**src/rtl/itlb_pkg.sv**
```systemverilog
package itlb_pkg;
  localparam int unsigned VA_W       = 32;
  typedef logic [VA_W-1:0] word_t;

  // match word fields
  localparam int unsigned MV_VALID   = 0;
  localparam int unsigned MV_AGE_LSB = 6;
  // translate word fields
  localparam int unsigned TE_CI      = 1;
  localparam int unsigned TE_UX      = 6;
  localparam int unsigned TE_SX      = 7;

  typedef enum logic {SEL_MATCH = 1'b0, SEL_XLATE = 1'b1} tsel_e;

  typedef struct packed {
    logic valid;
    logic pa_valid;
    logic hit;
    logic miss;
    logic fault;
    logic ci;
  } rsp_flags_t;
endpackage

```
**src/rtl/itlb_store.sv**
```systemverilog
module itlb_store
  import itlb_pkg::*;
#(
  parameter int unsigned NWAYS = 2,
  parameter int unsigned NSETS = 16,
  parameter int unsigned AGE_W = 2,
  parameter int unsigned SET_W = 4,
  parameter int unsigned WAY_W = 1
) (
  input  logic             clk,
  input  logic             rst_n,
  input  logic             wr_en,
  input  tsel_e            wr_sel,
  input  logic [WAY_W-1:0] wr_way,
  input  logic [SET_W-1:0] wr_set,
  input  word_t            wr_data,
  input  logic             upd_en,
  input  logic [SET_W-1:0] upd_set,
  input  logic [NWAYS-1:0] upd_hit,
  input  logic [SET_W-1:0] f_set,
  input  logic [SET_W-1:0] p_set,
  input  tsel_e            rd_sel,
  input  logic [WAY_W-1:0] rd_way,
  input  logic [SET_W-1:0] rd_set,
  output word_t            f_mr [NWAYS],
  output word_t            f_tr [NWAYS],
  output word_t            p_mr [NWAYS],
  output word_t            p_tr [NWAYS],
  output word_t            rd_data
);
  localparam logic [AGE_W-1:0] RELOAD = AGE_W'((NSETS - 1) & ((1 << AGE_W) - 1));

  word_t mr_q [NWAYS][NSETS];
  word_t tr_q [NWAYS][NSETS];
  word_t mr_d [NWAYS][NSETS];
  word_t tr_d [NWAYS][NSETS];
  logic  st_en;

  function automatic word_t age_step(word_t m, logic reload);
    logic [AGE_W-1:0] a;
    a = m[MV_AGE_LSB +: AGE_W];
    if (a != '0) a = a - 1'b1;
    if (reload)  a = a | RELOAD;
    m[MV_AGE_LSB +: AGE_W] = a;
    return m;
  endfunction

  always_comb begin
    mr_d = mr_q;
    tr_d = tr_q;
    for (int w = 0; w < NWAYS; w++) begin
      for (int s = 0; s < NSETS; s++) begin
        if (upd_en && upd_set == SET_W'(s))
          mr_d[w][s] = age_step(mr_q[w][s], upd_hit[w]);
        if (wr_en && wr_way == WAY_W'(w) && wr_set == SET_W'(s)) begin
          if (wr_sel == SEL_MATCH) mr_d[w][s] = wr_data;
          else                     tr_d[w][s] = wr_data;
        end
      end
    end
  end

  assign st_en = wr_en | upd_en;

  always_ff @(posedge clk or negedge rst_n) begin
    if (!rst_n) begin
      mr_q <= '{default: '0};
      tr_q <= '{default: '0};
    end else if (st_en) begin
      mr_q <= mr_d;
      tr_q <= tr_d;
    end
  end

  for (genvar g = 0; g < NWAYS; g++) begin : g_row
    assign f_mr[g] = mr_q[g][f_set];
    assign f_tr[g] = tr_q[g][f_set];
    assign p_mr[g] = mr_q[g][p_set];
    assign p_tr[g] = tr_q[g][p_set];
  end

  assign rd_data = (rd_sel == SEL_MATCH) ? mr_q[rd_way][rd_set] : tr_q[rd_way][rd_set];
endmodule

```
**src/rtl/itlb_match.sv**
```systemverilog
module itlb_match
  import itlb_pkg::*;
#(
  parameter int unsigned NWAYS   = 2,
  parameter int unsigned TAG_LSB = 17
) (
  input  word_t            vaddr,
  input  word_t            mr [NWAYS],
  input  word_t            tr [NWAYS],
  output logic [NWAYS-1:0] hit_vec,
  output word_t            sel_tr
);
  localparam word_t TAG_MASK = ~word_t'((64'd1 << TAG_LSB) - 64'd1);

  logic found;

  // first matching way in index order wins
  always_comb begin
    hit_vec = '0;
    sel_tr  = '0;
    found   = 1'b0;
    for (int w = 0; w < NWAYS; w++) begin
      if (!found && mr[w][MV_VALID] && (((mr[w] ^ vaddr) & TAG_MASK) == '0)) begin
        hit_vec[w] = 1'b1;
        sel_tr     = tr[w];
        found      = 1'b1;
      end
    end
  end
endmodule

```
**src/rtl/itlb_xlate.sv**
```systemverilog
module itlb_xlate
  import itlb_pkg::*;
#(
  parameter int unsigned NWAYS     = 2,
  parameter int unsigned NSETS     = 16,
  parameter int unsigned PAGE_LOG2 = 13,
  parameter int unsigned AGE_W     = 2,
  localparam int unsigned SET_LOG2 = $clog2(NSETS),
  localparam int unsigned SET_W    = (SET_LOG2 > 0) ? SET_LOG2 : 1,
  localparam int unsigned WAY_W    = (NWAYS > 1) ? $clog2(NWAYS) : 1
) (
  input  logic             clk,
  input  logic             rst_n,
  input  logic             xlate_en,
  input  logic             mmu_present,
  input  logic             sup_mode,
  input  logic             req_valid,
  input  logic [31:0]      req_vaddr,
  output logic             rsp_valid,
  output logic             rsp_pa_valid,
  output logic [31:0]      rsp_paddr,
  output logic             rsp_hit,
  output logic             rsp_miss,
  output logic             rsp_fault,
  output logic             rsp_ci,
  output logic [31:0]      rsp_vaddr,
  input  logic [31:0]      prb_vaddr,
  output logic [31:0]      prb_paddr,
  input  logic             wr_en,
  input  logic             wr_tr,
  input  logic [WAY_W-1:0] wr_way,
  input  logic [SET_W-1:0] wr_set,
  input  logic [31:0]      wr_data,
  input  logic             rd_tr,
  input  logic [WAY_W-1:0] rd_way,
  input  logic [SET_W-1:0] rd_set,
  output logic [31:0]      rd_data,
  output logic [31:0]      cfg_word
);
  localparam int unsigned TAG_LSB  = PAGE_LOG2 + SET_LOG2;
  localparam word_t       OFF_MASK = word_t'((64'd1 << PAGE_LOG2) - 64'd1);

  logic             bypass;
  logic [SET_W-1:0] f_set, p_set;
  word_t            f_mr [NWAYS];
  word_t            f_tr [NWAYS];
  word_t            p_mr [NWAYS];
  word_t            p_tr [NWAYS];
  logic [NWAYS-1:0] f_hitv, p_hitv;
  word_t            f_sel, p_sel;
  logic             f_hit, p_hit, f_ok, p_ok;
  word_t            f_pa, p_pa;
  logic             upd_en;

  rsp_flags_t       flg_d, flg_q;
  word_t            pa_d, pa_q, va_q;

  function automatic word_t join_pa(word_t t, word_t va);
    return (t & ~OFF_MASK) | (va & OFF_MASK);
  endfunction

  assign bypass = !(xlate_en && mmu_present);
  assign f_set  = SET_W'((req_vaddr >> PAGE_LOG2) & (NSETS - 1));
  assign p_set  = SET_W'((prb_vaddr >> PAGE_LOG2) & (NSETS - 1));

  itlb_store #(
    .NWAYS(NWAYS), .NSETS(NSETS), .AGE_W(AGE_W), .SET_W(SET_W), .WAY_W(WAY_W)
  ) u_store (
    .clk     (clk),
    .rst_n   (rst_n),
    .wr_en   (wr_en),
    .wr_sel  (tsel_e'(wr_tr)),
    .wr_way  (wr_way),
    .wr_set  (wr_set),
    .wr_data (wr_data),
    .upd_en  (upd_en),
    .upd_set (f_set),
    .upd_hit (f_hitv),
    .f_set   (f_set),
    .p_set   (p_set),
    .rd_sel  (tsel_e'(rd_tr)),
    .rd_way  (rd_way),
    .rd_set  (rd_set),
    .f_mr    (f_mr),
    .f_tr    (f_tr),
    .p_mr    (p_mr),
    .p_tr    (p_tr),
    .rd_data (rd_data)
  );

  itlb_match #(.NWAYS(NWAYS), .TAG_LSB(TAG_LSB)) u_fetch_match (
    .vaddr (req_vaddr), .mr (f_mr), .tr (f_tr), .hit_vec (f_hitv), .sel_tr (f_sel)
  );

  itlb_match #(.NWAYS(NWAYS), .TAG_LSB(TAG_LSB)) u_probe_match (
    .vaddr (prb_vaddr), .mr (p_mr), .tr (p_tr), .hit_vec (p_hitv), .sel_tr (p_sel)
  );

  assign f_hit = |f_hitv;
  assign p_hit = |p_hitv;
  assign f_ok  = sup_mode ? f_sel[TE_SX] : f_sel[TE_UX];
  assign p_ok  = sup_mode ? p_sel[TE_SX] : p_sel[TE_UX];
  assign f_pa  = join_pa(f_sel, req_vaddr);
  assign p_pa  = join_pa(p_sel, prb_vaddr);

  // ages move only on a real fetch hit
  assign upd_en = req_valid && !bypass && f_hit;

  // probe path: no state, no exceptions
  always_comb begin
    if (bypass)            prb_paddr = prb_vaddr;
    else if (p_hit && p_ok) prb_paddr = p_pa;
    else                   prb_paddr = '0;
  end

  // response next state
  always_comb begin
    flg_d = '0;
    pa_d  = '0;
    if (req_valid) begin
      flg_d.valid = 1'b1;
      if (bypass) begin
        flg_d.pa_valid = 1'b1;
        flg_d.ci       = req_vaddr[31];
        pa_d           = req_vaddr;
      end else if (f_hit) begin
        flg_d.hit      = 1'b1;
        flg_d.fault    = !f_ok;
        flg_d.pa_valid = f_ok;
        flg_d.ci       = f_sel[TE_CI];
        pa_d           = f_pa;
      end else begin
        flg_d.miss     = 1'b1;
      end
    end
  end

  always_ff @(posedge clk or negedge rst_n) begin
    if (!rst_n) flg_q <= '0;
    else        flg_q <= flg_d;
  end

  always_ff @(posedge clk or negedge rst_n) begin
    if (!rst_n) begin
      pa_q <= '0;
      va_q <= '0;
    end else if (req_valid) begin
      pa_q <= pa_d;
      va_q <= req_vaddr;
    end
  end

  assign rsp_valid    = flg_q.valid;
  assign rsp_pa_valid = flg_q.pa_valid;
  assign rsp_hit      = flg_q.hit;
  assign rsp_miss     = flg_q.miss;
  assign rsp_fault    = flg_q.fault;
  assign rsp_ci       = flg_q.ci;
  assign rsp_paddr    = pa_q;
  assign rsp_vaddr    = va_q;
  assign cfg_word     = 32'((SET_LOG2 << 3) | (NWAYS - 1));
endmodule

```
**config.mk**
```make
export PLATFORM = sky130hd
export DESIGN_NAME = itlb_xlate
export DESIGN_NICKNAME = d
export VERILOG_FILES = /design/src/rtl/itlb_pkg.sv /design/src/rtl/itlb_store.sv /design/src/rtl/itlb_match.sv /design/src/rtl/itlb_xlate.sv
export SDC_FILE = /design/constraint.sdc
export NUM_CORES = 2
export LEC_CHECK = 0
export BUFFER_PORTS_ARGS = -buffer_cell sky130_fd_sc_hd__buf_2
export CORE_MARGIN = 3
export CORE_UTILIZATION = 55
export DETAILED_ROUTE_END_ITERATION = 6
export PLACE_DENSITY = 0.76
export SYNTH_ARGS = -nofsm -noshare
export SYNTH_HDL_FRONTEND = slang
export SYNTH_SLANG_ARGS = --single-unit
```
**constraint.sdc**
```tcl
create_clock -name clk -period 5.2 [get_ports clk]
set_input_delay 0.78 -clock clk [delete_from_list [all_inputs] [get_ports clk]]
set_output_delay 0.78 -clock clk [all_outputs]
set_load 0.05 [all_outputs]
```
# After elaboration in Yosys (flattened, before gate mapping)

Index checks and enable logic that the tools add are counted.

$add $sub $neg: 32
Order comparisons: 4
Equality and inequality tests: 30
Muxes and demuxes: 218
Bitwise operators: 12
Reduce and logical (&&, ||, !) cells: 135

Operator list:

| operator                                                               | count |
|---|---|
| 512-bit 2-to-1 mux                                                     | 6 |
| 32-bit 2-to-1 mux                                                      | 93 |
| 32-bit binary-select mux with 4-bit select                             | 10 |
| 8-bit 2-to-1 mux                                                       | 32 |
| 2-bit 2-to-1 mux                                                       | 66 |
| 32-bit zero test                                                       | 4 |
| 32-bit bitwise XOR                                                     | 4 |
| 3-bit AND reduction                                                    | 32 |
| 4-bit equality test (second input constant)                            | 16 |
| 32-bit by 13-bit OR with 32-bit output                                 | 2 |
| 2-bit nonzero test                                                     | 32 |
| 2-bit by 1-bit subtractor with 2-bit output (second input constant)    | 32 |
| 1-bit logical AND                                                      | 60 |
| 4-bit by 3-bit equality test with 1-bit output (second input constant) | 8 |
| 4-bit by 2-bit equality test with 1-bit output (second input constant) | 4 |
| 5-bit greater-or-equal comparator (second input constant)              | 3 |
| 4-bit NOT with 5-bit output                                            | 3 |
| 1-bit 2-to-1 mux                                                       | 9 |
| 4-bit by 1-bit equality test with 1-bit output (second input constant) | 2 |
| 4-bit zero test                                                        | 2 |
| 6-bit 2-to-1 mux                                                       | 1 |
| 2-bit OR reduction                                                     | 2 |
| 1-bit zero test                                                        | 3 |
| 3-bit 2-to-1 mux                                                       | 1 |
| other kinds (4)                                                        | 4 |

Register bits after elaboration: 2118
Input port bits: 115
Output and inout port bits: 166
Word-level logic and storage cells: 503

# Longest topological paths before layout

Word-level depth: 18
Gate-level depth with buffers: 16
Mapped depth without buffers: 9

# Hierarchy

Synthesis repeated with hierarchy kept, for this count alone.

Cell total of the unflattened synthesis: 8266
Area, all modules: 129326.5 µm²

Modules (own cells, without submodules):

| module     | instances | cells an instance | area an instance (µm²) | sequential area each (µm²) |
|---|---|---|---|---|
| itlb_store | 1         | 7615              | 124100.3               | 51249.2 |
| itlb_xlate | 1         | 357               | 3399.5                 | 1751.7 |
| itlb_match | 2         | 147               | 913.4                  | 0.0 |

# Worst setup path after synthesis

No wires, ideal clock.

Kind: input -> output
Start point: input port prb_vaddr[13]
End point: output port prb_paddr[20]
Arrival time: 4.675 ns
Required time: 4.420 ns
Setup slack: -0.255 ns
Stages: 12
Path buffers: 4
Cell sequence: buf_2 buf_2 mux4_2 mux4_2 xor2_1 a2111oi_0 nand4_1 nor2b_1 buf_2 buf_2 a21oi_1 a211oi_1

Word-level cells in the longest chain between the ends: 16
Elaborated cells between the ends (all ways): 31
Those cells by class: 19 x mux; 4 x bitwise; 8 x reduce/logical

Ends and longest elaborated chain:

| element                                                | line                                 | RTL |
|---|---|---|
| start: declaration                                     | itlb_xlate.sv:27                     | `input logic [31:0] prb_vaddr,` |
| 4-bit NOT with 5-bit output (not written as such) (*)  | itlb_store.sv:78, itlb_store.sv:79   |  |
| 32-bit binary-select mux with 4-bit select             | itlb_store.sv:78                     | `assign p_mr[g] = mr_q[g][p_set];` |
| 32-bit 2-to-1 mux (not written as such) (2 in a row)   | itlb_store.sv:78                     |  |
| 32-bit bitwise XOR                                     | itlb_match.sv:23                     | `if (!found && mr[w][MV_VALID] && (((mr[w] ^ vaddr) & TAG_MASK) == '0)) begin` |
| 32-bit zero test                                       | itlb_match.sv:23                     |  |
| 1-bit logical AND                                      | itlb_match.sv:23                     |  |
| 1-bit 2-to-1 mux                                       | itlb_match.sv:23                     |  |
| 1-bit zero test                                        | itlb_match.sv:23                     |  |
| 1-bit logical AND (2 in a row)                         | itlb_match.sv:23                     |  |
| 1-bit 2-to-1 mux or 32-bit 2-to-1 mux (tied branches)  | itlb_match.sv:23                     |  |
| 2-bit OR reduction or 1-bit 2-to-1 mux (tied branches) | itlb_xlate.sv:100, itlb_xlate.sv:102 |  |
| 1-bit logical AND                                      | itlb_xlate.sv:112                    | `else if (p_hit && p_ok) prb_paddr = p_pa;` |
| 32-bit 2-to-1 mux (*)                                  | itlb_xlate.sv:112                    |  |
| 32-bit 2-to-1 mux (*)                                  | itlb_xlate.sv:111                    | `if (bypass) prb_paddr = prb_vaddr;` |
| end: declaration                                       | itlb_xlate.sv:28                     | `output logic [31:0] prb_paddr,` |

Mark *: on every way between the ends. The rest lies on a longest branch, timed or not. The select of a mux whose other input is x is not followed.

# Worst setup path in the final report

Start point: register u_store.mr_q[601] (netlist name)
End point: output port prb_paddr[31]

Word-level cells in the longest chain between the ends: 15
Elaborated cells between the ends (all ways): 19
Those cells by class: 10 x mux; 2 x bitwise; 7 x reduce/logical

Ends and longest elaborated chain:

| element                                                  | line                                 | RTL |
|---|---|---|
| start: declaration                                       | itlb_store.sv:33                     | `word_t mr_q [NWAYS][NSETS];` |
| start signal: assignment                                 | itlb_store.sv:70                     | `mr_q <= mr_d;` |
| 32-bit binary-select mux with 4-bit select (*)           | itlb_store.sv:78                     |  |
| 32-bit 2-to-1 mux (not written as such) (*) (2 in a row) | itlb_store.sv:78                     |  |
| 32-bit bitwise XOR (*)                                   | itlb_match.sv:23                     |  |
| 32-bit zero test (*)                                     | itlb_match.sv:23                     |  |
| 1-bit logical AND (*)                                    | itlb_match.sv:23                     |  |
| 1-bit 2-to-1 mux                                         | itlb_match.sv:23                     |  |
| 1-bit zero test                                          | itlb_match.sv:23                     |  |
| 1-bit logical AND (2 in a row)                           | itlb_match.sv:23                     |  |
| 1-bit 2-to-1 mux or 32-bit 2-to-1 mux (tied branches)    | itlb_match.sv:23                     |  |
| 2-bit OR reduction or 1-bit 2-to-1 mux (tied branches)   | itlb_xlate.sv:100, itlb_xlate.sv:102 |  |
| 1-bit logical AND                                        | itlb_xlate.sv:112                    |  |
| 32-bit 2-to-1 mux (*)                                    | itlb_xlate.sv:112                    |  |
| 32-bit 2-to-1 mux (*)                                    | itlb_xlate.sv:111                    |  |

Marks and branches as above.

==> flow_summary.toml <==
[placement]
gp_congestion = 1.01
dpl_worst_slack_ps = -484
dp_hpwl_microns = 245000
numPortBuffers = 248

[pwr]
power_leakage_nw = 57.8
seq_power_share_pct = 44.5
p_clk_share_pct = 36.0
power_density_mw_per_mm2 = 356
power.internal_mw = 33.2
p_sw_share_pct = 28.4
peakVddDrop_mv = 0.424
combPwrFrac_pct = 19.6
switchingPower_mw = 13.2

[yosys]
syn_area_sq_mm = 0.116
synth-edff-count = 0
yosysUniqueCellTypes = 60
synth_top_cell_by_area = "dfrtp_1"
ys_ff_latch = 2118
synth.area.top_cells = "dfrtp_1 (46%), mux4_2 (26%), mux2_2 (18%), nand2_1 (2.2%), clkbuf_1 (1.9%)"
syn_inst = 7772
synth_top_cell_area_share_pct = 45.6
synth_ff_type = "dfrtp_1"
yosysMostFrequentCell = "dfrtp_1"
async_flop_share_pct = 100
yosys_warnings = 0
postSynthAreaPerCell_sq_um = 14.9
synth_commonest_cells = "dfrtp_1 (2,118), mux2_2 (1,825), mux4_2 (1,346), nand2_1 (687), clkbuf_1 (593)"
yosysSeqAreaShare_pct = 45.6

[sta]
drv_slew = 0
slew_headroom_pct = 14.7
setup_ws_ps = -5.35
rsz0062_at_grt = "yes"
setup_viol = 1
fin_skew_ps = 51.8
min_period_ps = 5210
hold_violations = 0
finalCritPeriodShare_pct = 100
max_freq_ghz = 0.192
tightest_slew_ps = 1270

[clocking]
cts_sinks = 2118
cts.reportedPaths.clkPinSlew_ps = 60
cts_tree = "done"
cts-htree-levels = 4
cts_root_buf = "clkbuf_16"
worstSkewPairLatency_ps = 900
clockBufferDepth = 3
cts_made_buffers = 214

[detailed_routing]
wl_per_cell_microns = 36.3
wl_microns = 392000
via_per_inst = 7.33
drtIter0Drc = 11063
vias = 79202
drc = 0
dr.pass1.iters = 6
ant_nets = 0

[setup_path]
reg2reg_slack_ps = 900
worst_setup_path_start_kind = "flop"
worstSetupPathType = "reg2out"
crit_arrival_ps = 4430
setup.worst_path.end_class = "output pin"
required_ps = 4420
cp_max_fo = 7

[job]
drv_cap = 0

[floorplanning]
dieArea_sq_mm = 0.217
die_height_microns = 465
die_x_microns = 465
rows = 168
pin_count = 281
start_util_pct = 55.3
core_area_sq_mm = 0.210

[finish]
multi_input_area_sq_mm = 0.0601
drive_gt1_share_pct = 53.8
n_fill_cell = 14967
ff_latch_area_sq_mm = 0.0530
final_core_util_pct = 62.1
fin_nets = 7922
syn_to_final_growth_pct = 12.2

[grt]
grtUsageTotal_pct = 36.1
overflow = 0
grt_max_degree = 171
antenna_found_initial = 28
grt_pass1_vias = 80209
grt_pass1_wl_microns = 569000

[hold_path]
hold_class = "in2reg"

[outcome]
status = "complete, but fails checks"
violations = "negative setup slack"
## logic make-up (layout without fill, tap and decap cells)
kind of cell | Yosys count | in the layout | synth area share [%]
AOI/OAI and AO/OA | 403 | 403 | 2.26
xor gates and xnor gates | 75 | 75 | 0.566
buffers and inverters | 932 | 1122 | 3.29
DFF | 2118 | 2118 | 45.6
muxes | 3289 | 3289 | 44.8
other | 2 | 47 | 0.00647
and+or+nand+nor | 953 | 953 | 3.41
## sequential cells by signal, summed over array words and instances (netlist names)
signal,cells
rsp_hit,1
rsp_paddr,32
u_store.mr_q,1024
rsp_vaddr,32
rsp_ci,1
rsp_valid,1
rsp_miss,1
rsp_fault,1
rsp_pa_valid,1
u_store.tr_q,1024
## worst max-delay path, cell delays in order (launching register included)
cell      delay [ps]
dfrtp_1          450
mux4_2           470
mux4_2           490
xor2_1           210
nor4_4           340
nand4_1          180
buf_6            190
nor2b_4          140
buf_12           140
a21oi_4          190
buf_12           190
buf_6            130
a211oi_1          40
buf_4            210
buf_12           150
## placed cells by master (no fill, tap or decap), drive strengths merged, types with 76 or more instances in the layout
master / synthesis / final
buf: 271 / 651
clkbuf: 593 / 304
dfrtp: 2118 / 2118
inv: 68 / 76
mux2: 1825 / 1825
mux2i: 118 / 118
mux4: 1346 / 1346
nand2: 687 / 687
nor2: 115 / 115
o21ai: 94 / 94
## per-layer routing
| layer | up-vias | global-route usage [%] | routed length (microns) |
|---|---|---|---|
| li1 | 29846 | - | - |
| met1 | 41872 | 46.9 | 137000 |
| met2 | 6082 | 52.8 | 175000 |
| met3 | 1384 | 12.5 | 51500 |
| met4 | 18 | 22.0 | 28900 |
| met5 | - | 0 | 121 |
## what timing repair did
item                                    in CTS  in global routing
endpoints found under the hold margin       75                  0
buffers inserted                             6                 11
hold buffers                                 1                  0
gates cloned                                 1                  0
endpoints found under the setup margin      32                 32
pin swaps                                    7                 12
resized for setup                           48                 47
## metrics by stage
stage                     hold WS [ps]  total power [mW]  area [sq um]  std cells  TNS (ps)
after global routing               146              47.7        130000      10801      -429
after global placement             453              29.2        122000      10377     -7880
after CTS                          113              46.2        130000      10786    -0.221
final                              153              46.4        130000      10812     -5.35
after detailed placement           458              29.6        122000      10377     -8500
after floorplan                    441              26.5        116000       7802      -736
## power groups by stage
| stage | clock network, mW | registers [mW] | logic [mW] |
|---|---|---|---|
| final | 16.7 | 20.6 | 9.08 |
| after global routing | 17.4 | 20.8 | 9.50 |
| after CTS | 16.8 | 20.5 | 8.97 |
| after detailed placement | 0 | 20.8 | 8.87 |
| after global placement | 0 | 20.6 | 8.64 |
| after floorplan | 0 | 20.2 | 6.29 |
## final cells by class
cell class                 count  share of cell area [%]
timing repair buffer         653                    4.44
multi-input combinational   4752                    46.1
antenna                       15                  0.0288
inverter                      68                   0.196
tap                         2805                    2.69
sequential                  2118                    40.7
clock inverter                98                    1.03
clock buffer                 303                    4.79
## final timing paths
| check | depth (start not counted) | startpoint | endpoint |
|---|---|---|---|
| max | 14 | u_store.mr_q[601] | prb_paddr[31] |
| min | 3 | req_vaddr[12] | rsp_vaddr[12] |
| max reg2reg | 13 | u_store.mr_q[147] | rsp_paddr[7] |
| min reg2reg | 2 | u_store.mr_q[517] | u_store.mr_q[517] |
| max in group asynchronous | 3 | rst_n | rsp_vaddr[11] |
| min in group asynchronous | 2 | rst_n | u_store.tr_q[44] |
(Power assumes the default switching activity.)
